$ cat src/rtl/itrans_pkg.sv
// Shared encodings for the instruction fetch translator.
// Assumes a two-bit fault code and a two-bit privilege mode.
package itrans_pkg;
    typedef enum logic [1:0] {
        FLT_NONE = 2'd0,
        FLT_ACV  = 2'd1,
        FLT_MISS = 2'd2,
        FLT_MCHK = 2'd3
    } flt_e;

    typedef enum logic [1:0] {
        MODE_KERN = 2'd0,
        MODE_EXEC = 2'd1,
        MODE_SUPV = 2'd2,
        MODE_USER = 2'd3
    } mode_e;
endpackage

$ cat src/rtl/itrans_va_class.sv
// Classifies a fetch address: is it a sign-extended virtual address,
// and does it fall in the direct-mapped superpage window.
// Assumes PC_W > VA_BITS > SP_LO.
module itrans_va_class #(
    parameter int PC_W     = 64,
    parameter int VA_BITS  = 48,
    parameter int SP_LO    = 41,
    parameter int SP_TAG   = 'h7e
) (
    input  logic [PC_W-1:0] pc,
    output logic            va_ok,
    output logic            is_super
);
    localparam int EXT_W = PC_W - VA_BITS + 1;
    localparam int TAG_W = VA_BITS - SP_LO;

    logic [EXT_W-1:0] ext_bits;
    logic [TAG_W-1:0] win_bits;

    // Sign-extension test and window decode.
    always_comb begin
        ext_bits = pc[PC_W-1:VA_BITS-1];
        win_bits = pc[VA_BITS-1:SP_LO];
        va_ok    = (&ext_bits) | ~(|ext_bits);
        is_super = (win_bits == TAG_W'(SP_TAG));
    end
endmodule

$ cat src/rtl/itrans_super_map.sv
// Direct physical mapping for the superpage window: the bits at and
// above SIGN_BIT are replaced by copies of the SIGN_BIT bit.
// Assumes SIGN_BIT < PA_BITS.
module itrans_super_map #(
    parameter int PA_BITS  = 44,
    parameter int SIGN_BIT = 40
) (
    input  logic [PA_BITS-1:0] pa_raw,
    output logic [PA_BITS-1:0] pa
);
    localparam int HI_W = PA_BITS - SIGN_BIT;

    // Replicate the sign bit across the upper field.
    always_comb begin
        pa = {{HI_W{pa_raw[SIGN_BIT]}}, pa_raw[SIGN_BIT-1:0]};
    end
endmodule

$ cat src/rtl/itrans_tlb_path.sv
// Qualifies the external lookup result and forms the mapped address.
// Assumes the lookup structure already compared the page number; this
// unit only adds the address-space match and the per-mode permission.
module itrans_tlb_path #(
    parameter int PA_BITS    = 44,
    parameter int PAGE_SHIFT = 13,
    parameter int ASN_W      = 8,
    parameter int N_MODES    = 4
) (
    input  logic [PAGE_SHIFT-1:2]         offs,
    input  logic [$clog2(N_MODES)-1:0]    mode,
    input  logic [ASN_W-1:0]              asn,
    input  logic                          hit,
    input  logic [ASN_W-1:0]              ent_asn,
    input  logic                          ent_global,
    input  logic [PA_BITS-PAGE_SHIFT-1:0] ent_ppn,
    input  logic [N_MODES-1:0]            ent_rd_en,
    output logic                          match,
    output logic                          perm_ok,
    output logic [PA_BITS-1:0]            pa
);
    // Address-space match, mode permission and address concatenation.
    always_comb begin
        match   = hit & (ent_global | (ent_asn == asn));
        perm_ok = ent_rd_en[mode];
        pa      = {ent_ppn, offs, 2'b00};
    end
endmodule

$ cat src/rtl/itrans_fault_regs.sv
// Holds the fault-tag and formatted-fault-address registers.
// Assumes capture already folds in request, fault and squash.
module itrans_fault_regs #(
    parameter int PC_W       = 64,
    parameter int VA_BITS    = 48,
    parameter int PAGE_SHIFT = 13
) (
    input  logic            clk,
    input  logic            rst_n,
    input  logic            capture,
    input  logic [PC_W-1:0] pc,
    input  logic [PC_W-1:0] pt_base,
    output logic [PC_W-1:0] tag_q,
    output logic [PC_W-1:0] form_q
);
    localparam int VPN_W = VA_BITS - PAGE_SHIFT;

    logic [PC_W-1:0] form_n;

    // Page-table entry address: base OR page number times eight.
    always_comb begin
        form_n = pt_base | (PC_W'(pc[VA_BITS-1:PAGE_SHIFT]) << 3);
    end

    // Record on capture only.
    always_ff @(posedge clk) begin
        if (!rst_n) begin
            tag_q  <= '0;
            form_q <= '0;
        end else if (capture) begin
            tag_q  <= pc;
            form_q <= form_n;
        end
    end

    logic [VPN_W-1:0] unused_w;
    assign unused_w = '0;
endmodule

$ cat src/rtl/itrans_unit.sv
// Instruction fetch translator top. Evaluates the fetch address in a
// fixed priority (privileged bypass, physical mode, validity,
// superpage, mapped entry) and registers the address and fault code.
// Assumes the external lookup result is presented with the request.
module itrans_unit #(
    parameter int PC_W       = 64,
    parameter int VA_BITS    = 48,
    parameter int PA_BITS    = 44,
    parameter int PAGE_SHIFT = 13,
    parameter int ASN_W      = 8,
    parameter int SP_LO      = 41,
    parameter int SP_TAG     = 'h7e,
    parameter int SIGN_BIT   = 40
) (
    input  logic                          clk,
    input  logic                          rst_n,
    input  logic                          req_valid,
    input  logic [PC_W-1:0]               pc,
    input  logic                          phys_mode,
    input  logic [1:0]                    cur_mode,
    input  logic [ASN_W-1:0]              cur_asn,
    input  logic                          tlb_hit,
    input  logic [ASN_W-1:0]              tlb_asn,
    input  logic                          tlb_global,
    input  logic [PA_BITS-PAGE_SHIFT-1:0] tlb_ppn,
    input  logic [3:0]                    tlb_rd_en,
    input  logic [PC_W-1:0]               pt_base,
    input  logic                          squash,
    output logic                          out_valid,
    output logic [PA_BITS-1:0]            out_pa,
    output logic [1:0]                    out_fault,
    output logic [PC_W-1:0]               fault_tag,
    output logic [PC_W-1:0]               fault_form
);
    import itrans_pkg::*;

    logic               va_ok, is_super, ent_match, ent_perm;
    logic [PA_BITS-1:0] sp_pa, ent_pa, pa_n;
    flt_e               flt_n;
    logic               cap;

    itrans_va_class #(
        .PC_W(PC_W), .VA_BITS(VA_BITS), .SP_LO(SP_LO), .SP_TAG(SP_TAG)
    ) cls_i (
        .pc(pc), .va_ok(va_ok), .is_super(is_super)
    );

    itrans_super_map #(
        .PA_BITS(PA_BITS), .SIGN_BIT(SIGN_BIT)
    ) spm_i (
        .pa_raw(pc[PA_BITS-1:0]), .pa(sp_pa)
    );

    itrans_tlb_path #(
        .PA_BITS(PA_BITS), .PAGE_SHIFT(PAGE_SHIFT), .ASN_W(ASN_W), .N_MODES(4)
    ) tlp_i (
        .offs(pc[PAGE_SHIFT-1:2]), .mode(cur_mode), .asn(cur_asn),
        .hit(tlb_hit), .ent_asn(tlb_asn), .ent_global(tlb_global),
        .ent_ppn(tlb_ppn), .ent_rd_en(tlb_rd_en),
        .match(ent_match), .perm_ok(ent_perm), .pa(ent_pa)
    );

    // Priority decision of address and fault.
    always_comb begin
        pa_n  = '0;
        flt_n = FLT_NONE;
        if (pc[0]) begin
            pa_n = {pc[PA_BITS-1:2], 2'b00};
        end else if (phys_mode) begin
            pa_n = pc[PA_BITS-1:0];
            if (|pc[PC_W-1:PA_BITS]) flt_n = FLT_MCHK;
        end else if (!va_ok) begin
            flt_n = FLT_ACV;
        end else if (is_super) begin
            if (mode_e'(cur_mode) != MODE_KERN) flt_n = FLT_ACV;
            else                                pa_n  = sp_pa;
        end else if (!ent_match) begin
            flt_n = FLT_MISS;
        end else begin
            pa_n = ent_pa;
            if (!ent_perm) flt_n = FLT_ACV;
        end
    end

    // Fault registers record only real, non-squashed faults.
    always_comb begin
        cap = req_valid & (flt_n != FLT_NONE) & ~squash;
    end

    itrans_fault_regs #(
        .PC_W(PC_W), .VA_BITS(VA_BITS), .PAGE_SHIFT(PAGE_SHIFT)
    ) frg_i (
        .clk(clk), .rst_n(rst_n), .capture(cap), .pc(pc),
        .pt_base(pt_base), .tag_q(fault_tag), .form_q(fault_form)
    );

    // Result register stage.
    always_ff @(posedge clk) begin
        if (!rst_n) begin
            out_valid <= 1'b0;
            out_pa    <= '0;
            out_fault <= FLT_NONE;
        end else begin
            out_valid <= req_valid;
            if (req_valid) begin
                out_pa    <= pa_n;
                out_fault <= flt_n;
            end
        end
    end
endmodule

$ cat config.mk
export PLATFORM = sky130hd
export DESIGN_NAME = itrans_unit
export DESIGN_NICKNAME = d
export VERILOG_FILES = /design/src/rtl/itrans_pkg.sv /design/src/rtl/itrans_va_class.sv /design/src/rtl/itrans_super_map.sv /design/src/rtl/itrans_tlb_path.sv /design/src/rtl/itrans_fault_regs.sv /design/src/rtl/itrans_unit.sv
export SDC_FILE = /design/constraint.sdc
export NUM_CORES = 1
export LEC_CHECK = 0
export CORE_ASPECT_RATIO = 1.75
export CORE_MARGIN = 5
export CORE_UTILIZATION = 43
export CTS_CLUSTER_DIAMETER = 150
export DETAILED_ROUTE_END_ITERATION = 8
export GPL_ROUTABILITY_DRIVEN = 1
export PLACE_DENSITY_LB_ADDON = 0.05
export SYNTH_ARGS = -nofsm -noshare
export SYNTH_HDL_FRONTEND = slang
export SYNTH_HIERARCHICAL = 1
export SYNTH_SLANG_ARGS = --single-unit
$ cat constraint.sdc
create_clock -name clk -period 3.2 [get_ports clk]
set_clock_uncertainty 0.2 [all_clocks]
set_input_delay 0.32 -clock clk [delete_from_list [all_inputs] [get_ports clk]]
set_output_delay 0.32 -clock clk [all_outputs]
set_load 0.1 [all_outputs]
==> results by group <==
Run status
  – Status: complete, no violations

Clock network
  – CTS max path bufs: 2
  – Root buffer cell: clkbuf_16
  – Total CTS buffers: 17
  – H-Tree Depth: 4
  – Clk Latency, worst-skew pair: 0.42 ns
  – CTS Sinks: approximately 180
  – CTS tree: done
  – Clock-pin slew on the worst setup and hold paths: around 0.060 ns

Global routing
  – Largest net degree at the start of global routing: 93
  – GRT Util Overall: 23.3%
  – Initial antenna violation count: 2
  – Residual overflow from global routing: 0
  – Number of global-route vias before repair: slightly above 7000
  – First-pass GRT wire length: roughly 41 mm

Synthesis
  – Seq cells post-synth: around 180
  – Mux contribution to synthesized area: roughly 11%
  – Simple-Gate Fraction of Synth Area: between 10% and 20%
  – Cells after Synth: 857
  – Main combinational cell family by area after synthesis: compound AO/OA/AOI/OAI gates
  – Sequential area share after synthesis: between 40% and 50%
  – Post-synth top area cell: dfxtp_1
  – Post-Syn Area per Cell: ~9.7 um2
  – Area contributors post-synth: dfxtp_1 42%, mux2i_1 11%, buf_4 9.4%
  – Post-synth EDFFs: 0
  – Mapped Area: 8320 um2
  – Post-synth top cells: 175 x dfxtp_1, 104 x buf_4, 96 x nor2b_1
  – Top cell type's share of synthesized area: between 40% and 50%
  – Yosys synthesis warning count: 6
  – Count leader, synth: dfxtp_1
  – Netlist cell types: 39
  – Compound-Gate Fraction of Synth Area: a little over a fifth
  – XOR/XNOR Fraction of Synth Area: less than 1%
  – Adder-Cell Fraction of Synth Area: 0%
  – Asr flop ratio synth: 0%
  – Top FF cell, synth: dfxtp_1

Routing
  – Vias: ~7000
  – Pre-Repair DR Iteration Count: 4
  – Drt drc: 0
  – Vias/cell: about 5.1
  – Iteration-0 DRC Markers: between 300 and 400
  – WL/cell: 19.2 um
  – Final WL: 26.9 mm
  – Number of routed nets with antenna violations: 0

Placed design
  – HPWL Detailed: between 20 and 25 mm
  – Gpl congestion: approximately 0.87
  – Placed Cells: roughly 1400
  – IO Port Bufs: around 360

STA
  – Final Setup Violations: 0
  – Final hold violations: 0
  – FMAX: 331 MHz
  – Final Max Slew Viols: 0
  – Period utilisation layout: between 90% and 100%
  – Least-Margin Pin Slew: about 1 ns
  – Final worst path period need: around 3.0 ns
  – Max-slew headroom: 34.2%

Floorplan
  – Row Count: 67
  – Initial Utilization: a little over two fifths
  – Die width: ~120 um
  – Die H: ~190 um
  – Full die area: ~22000 um2
  – I/O pins: between 300 and 400
  – Core area: approximately 19000 um2

Critical path
  – Crit path max fanout: 15
  – Reg2Reg Setup Slack: around 2.3 ns
  – RR Endpoint: out_pa[1]
  – Startpoint Class: input pin
  – CP required: 3.32 ns
  – Crit path DAT: between 3 and 4 ns
  – Reg-to-reg startpoint: out_pa[1]
  – Worst r2r path cells: 3
  – CP endpoint kind: flip-flop
  – Worst setup path class: in -> reg

Worst hold path
  – Hold EP: frg_i/tag_q[54]
  – Hold Crit Depth: 3
  – Startpoint of the lowest-slack hold path: pc[54]
  – Worst hold path class: in -> reg

Finish
  – Proportion of layout cells with a drive suffix above 1: around 27%
  – Layout Nets: roughly 1300
  – Area growth from synthesis to layout: 44.4%
  – Fin cells: roughly 1400
  – Final Core Density: 62.9%
  – Fill count: around 1700

Power and ir drop
  – Pwr/cell area: 504 nW/um2
  – Leakage power: around 4.8 nW
  – Worst vdd ir: about 0.39 mV

Flow run
  – Max-capacitance violation count: 0
==> per-stage QoR <==
step	worst slack [ns]	instance area (um2)	power (W)	hold WS, ns	setup TNS, ns
global placement	-0.217	11300	0.00398	0.275	-17.36
floorplan	0.691	8320	0.00350	0.287	0
global route	-0.0182	12000	0.00626	0.114	-0.0182
CTS	0.131	11900	0.00611	0.155	0
detailed placement	-0.275	11300	0.00399	0.281	-22.99
finish	0.182	12000	0.00605	0.118	0
==> layout make-up <==
cell class                      instances  area (um2)  share of cell area [%]
Sequential cell                       175        3500                    29.2
Clock buffer                           23         498                    4.14
Timing Repair Buffer                  423        3780                    31.4
Antenna cell                            2        5.00                  0.0416
Clock inverter                          9         106                   0.885
Tap cell                              241         302                    2.51
Inverter                                4        15.0                   0.125
Multi-Input combinational cell        525        3810                    31.7
==> cell usage in the layout (no fill, tap or decap), drive strengths merged, types with 3 or more instances in the layout <==
| cell type | n |
|---|---|
| nor4 | 9 |
| and2 | 3 |
| mux2i | 93 |
| a22o | 42 |
| nor2b | 96 |
| clkinv | 4 |
| buf | 230 |
| xor2 | 8 |
| nor2 | 39 |
| clkdlybuf4s50 | 190 |
| nand3b | 3 |
| o21ai | 78 |
| inv | 4 |
| nand2 | 4 |
| clkinvlp | 3 |
| clkbuf | 24 |
| a21oi | 81 |
| dfxtp | 175 |
| nand4 | 7 |
| a22oi | 44 |
==> kinds of logic after synthesis <==
group | count (synthesis)
compound gates | 252
flops | 175
simple gates | 169
buf+inv | 158
mux | 94
xor+xnor | 8
other cells | 1
==> critical path, cell delays in order <==
cell	delay, ns
clkdlybuf4s50_1	0.49
nor4_2	0.30
nand4_1	0.20
o41ai_4	0.33
buf_4	0.18
nor2b_1	0.16
o21ai_0	0.11
o21bai_1	0.23
nor4b_4	0.08
buf_12	0.16
buf_12	0.15
buf_12	0.15
mux2i_1	0.18
nor2b_1	0.08
==> timing repair <==
action,CTS,global route
buffers inserted,0,2
resized for setup,0,6
endpoints found under the setup margin,0,38
hold buffers,0,0
==> where the power goes <==
part	internal (W)	switching [W]	leakage (nW)
clock network	0.00125	0.000861	0.291
logic	0.000528	0.00108	3.05
registers	0.00228	0.0000530	1.43
total	0.00406	0.00199	4.77
==> routing by layer <==
layer,vias up,global-route usage [%],wire length [um]
met4,0,6.27,419
met5,-,0,0
li1,3520,-,-
met2,238,41.8,14100
met3,23,8.71,2420
met1,3308,25.3,9940
==> how the worst max path moves through the flow <==
stage                 from                to  slack (ns)  cells past startpoint
floorplan           pc[46]  frg_i/form_q[33]        0.69                     13
global route        pc[52]   frg_i/tag_q[52]       -0.02                     15
CTS                 pc[54]   frg_i/tag_q[52]        0.13                     14
global placement    pc[57]   frg_i/tag_q[53]       -0.22                     13
detailed placement  pc[54]   frg_i/tag_q[59]       -0.27                     14
finish              pc[53]   frg_i/tag_q[52]        0.18                     14
==> flip-flops by register name, summed over array words and instances, names as in the netlist <==
| signal | count |
|---|---|
| out_pa | 44 |
| frg_i/tag_q | 64 |
| out_valid | 1 |
| frg_i/form_q | 64 |
| out_fault | 2 |
No activity file was read; power rests on OpenSTA's default activity.
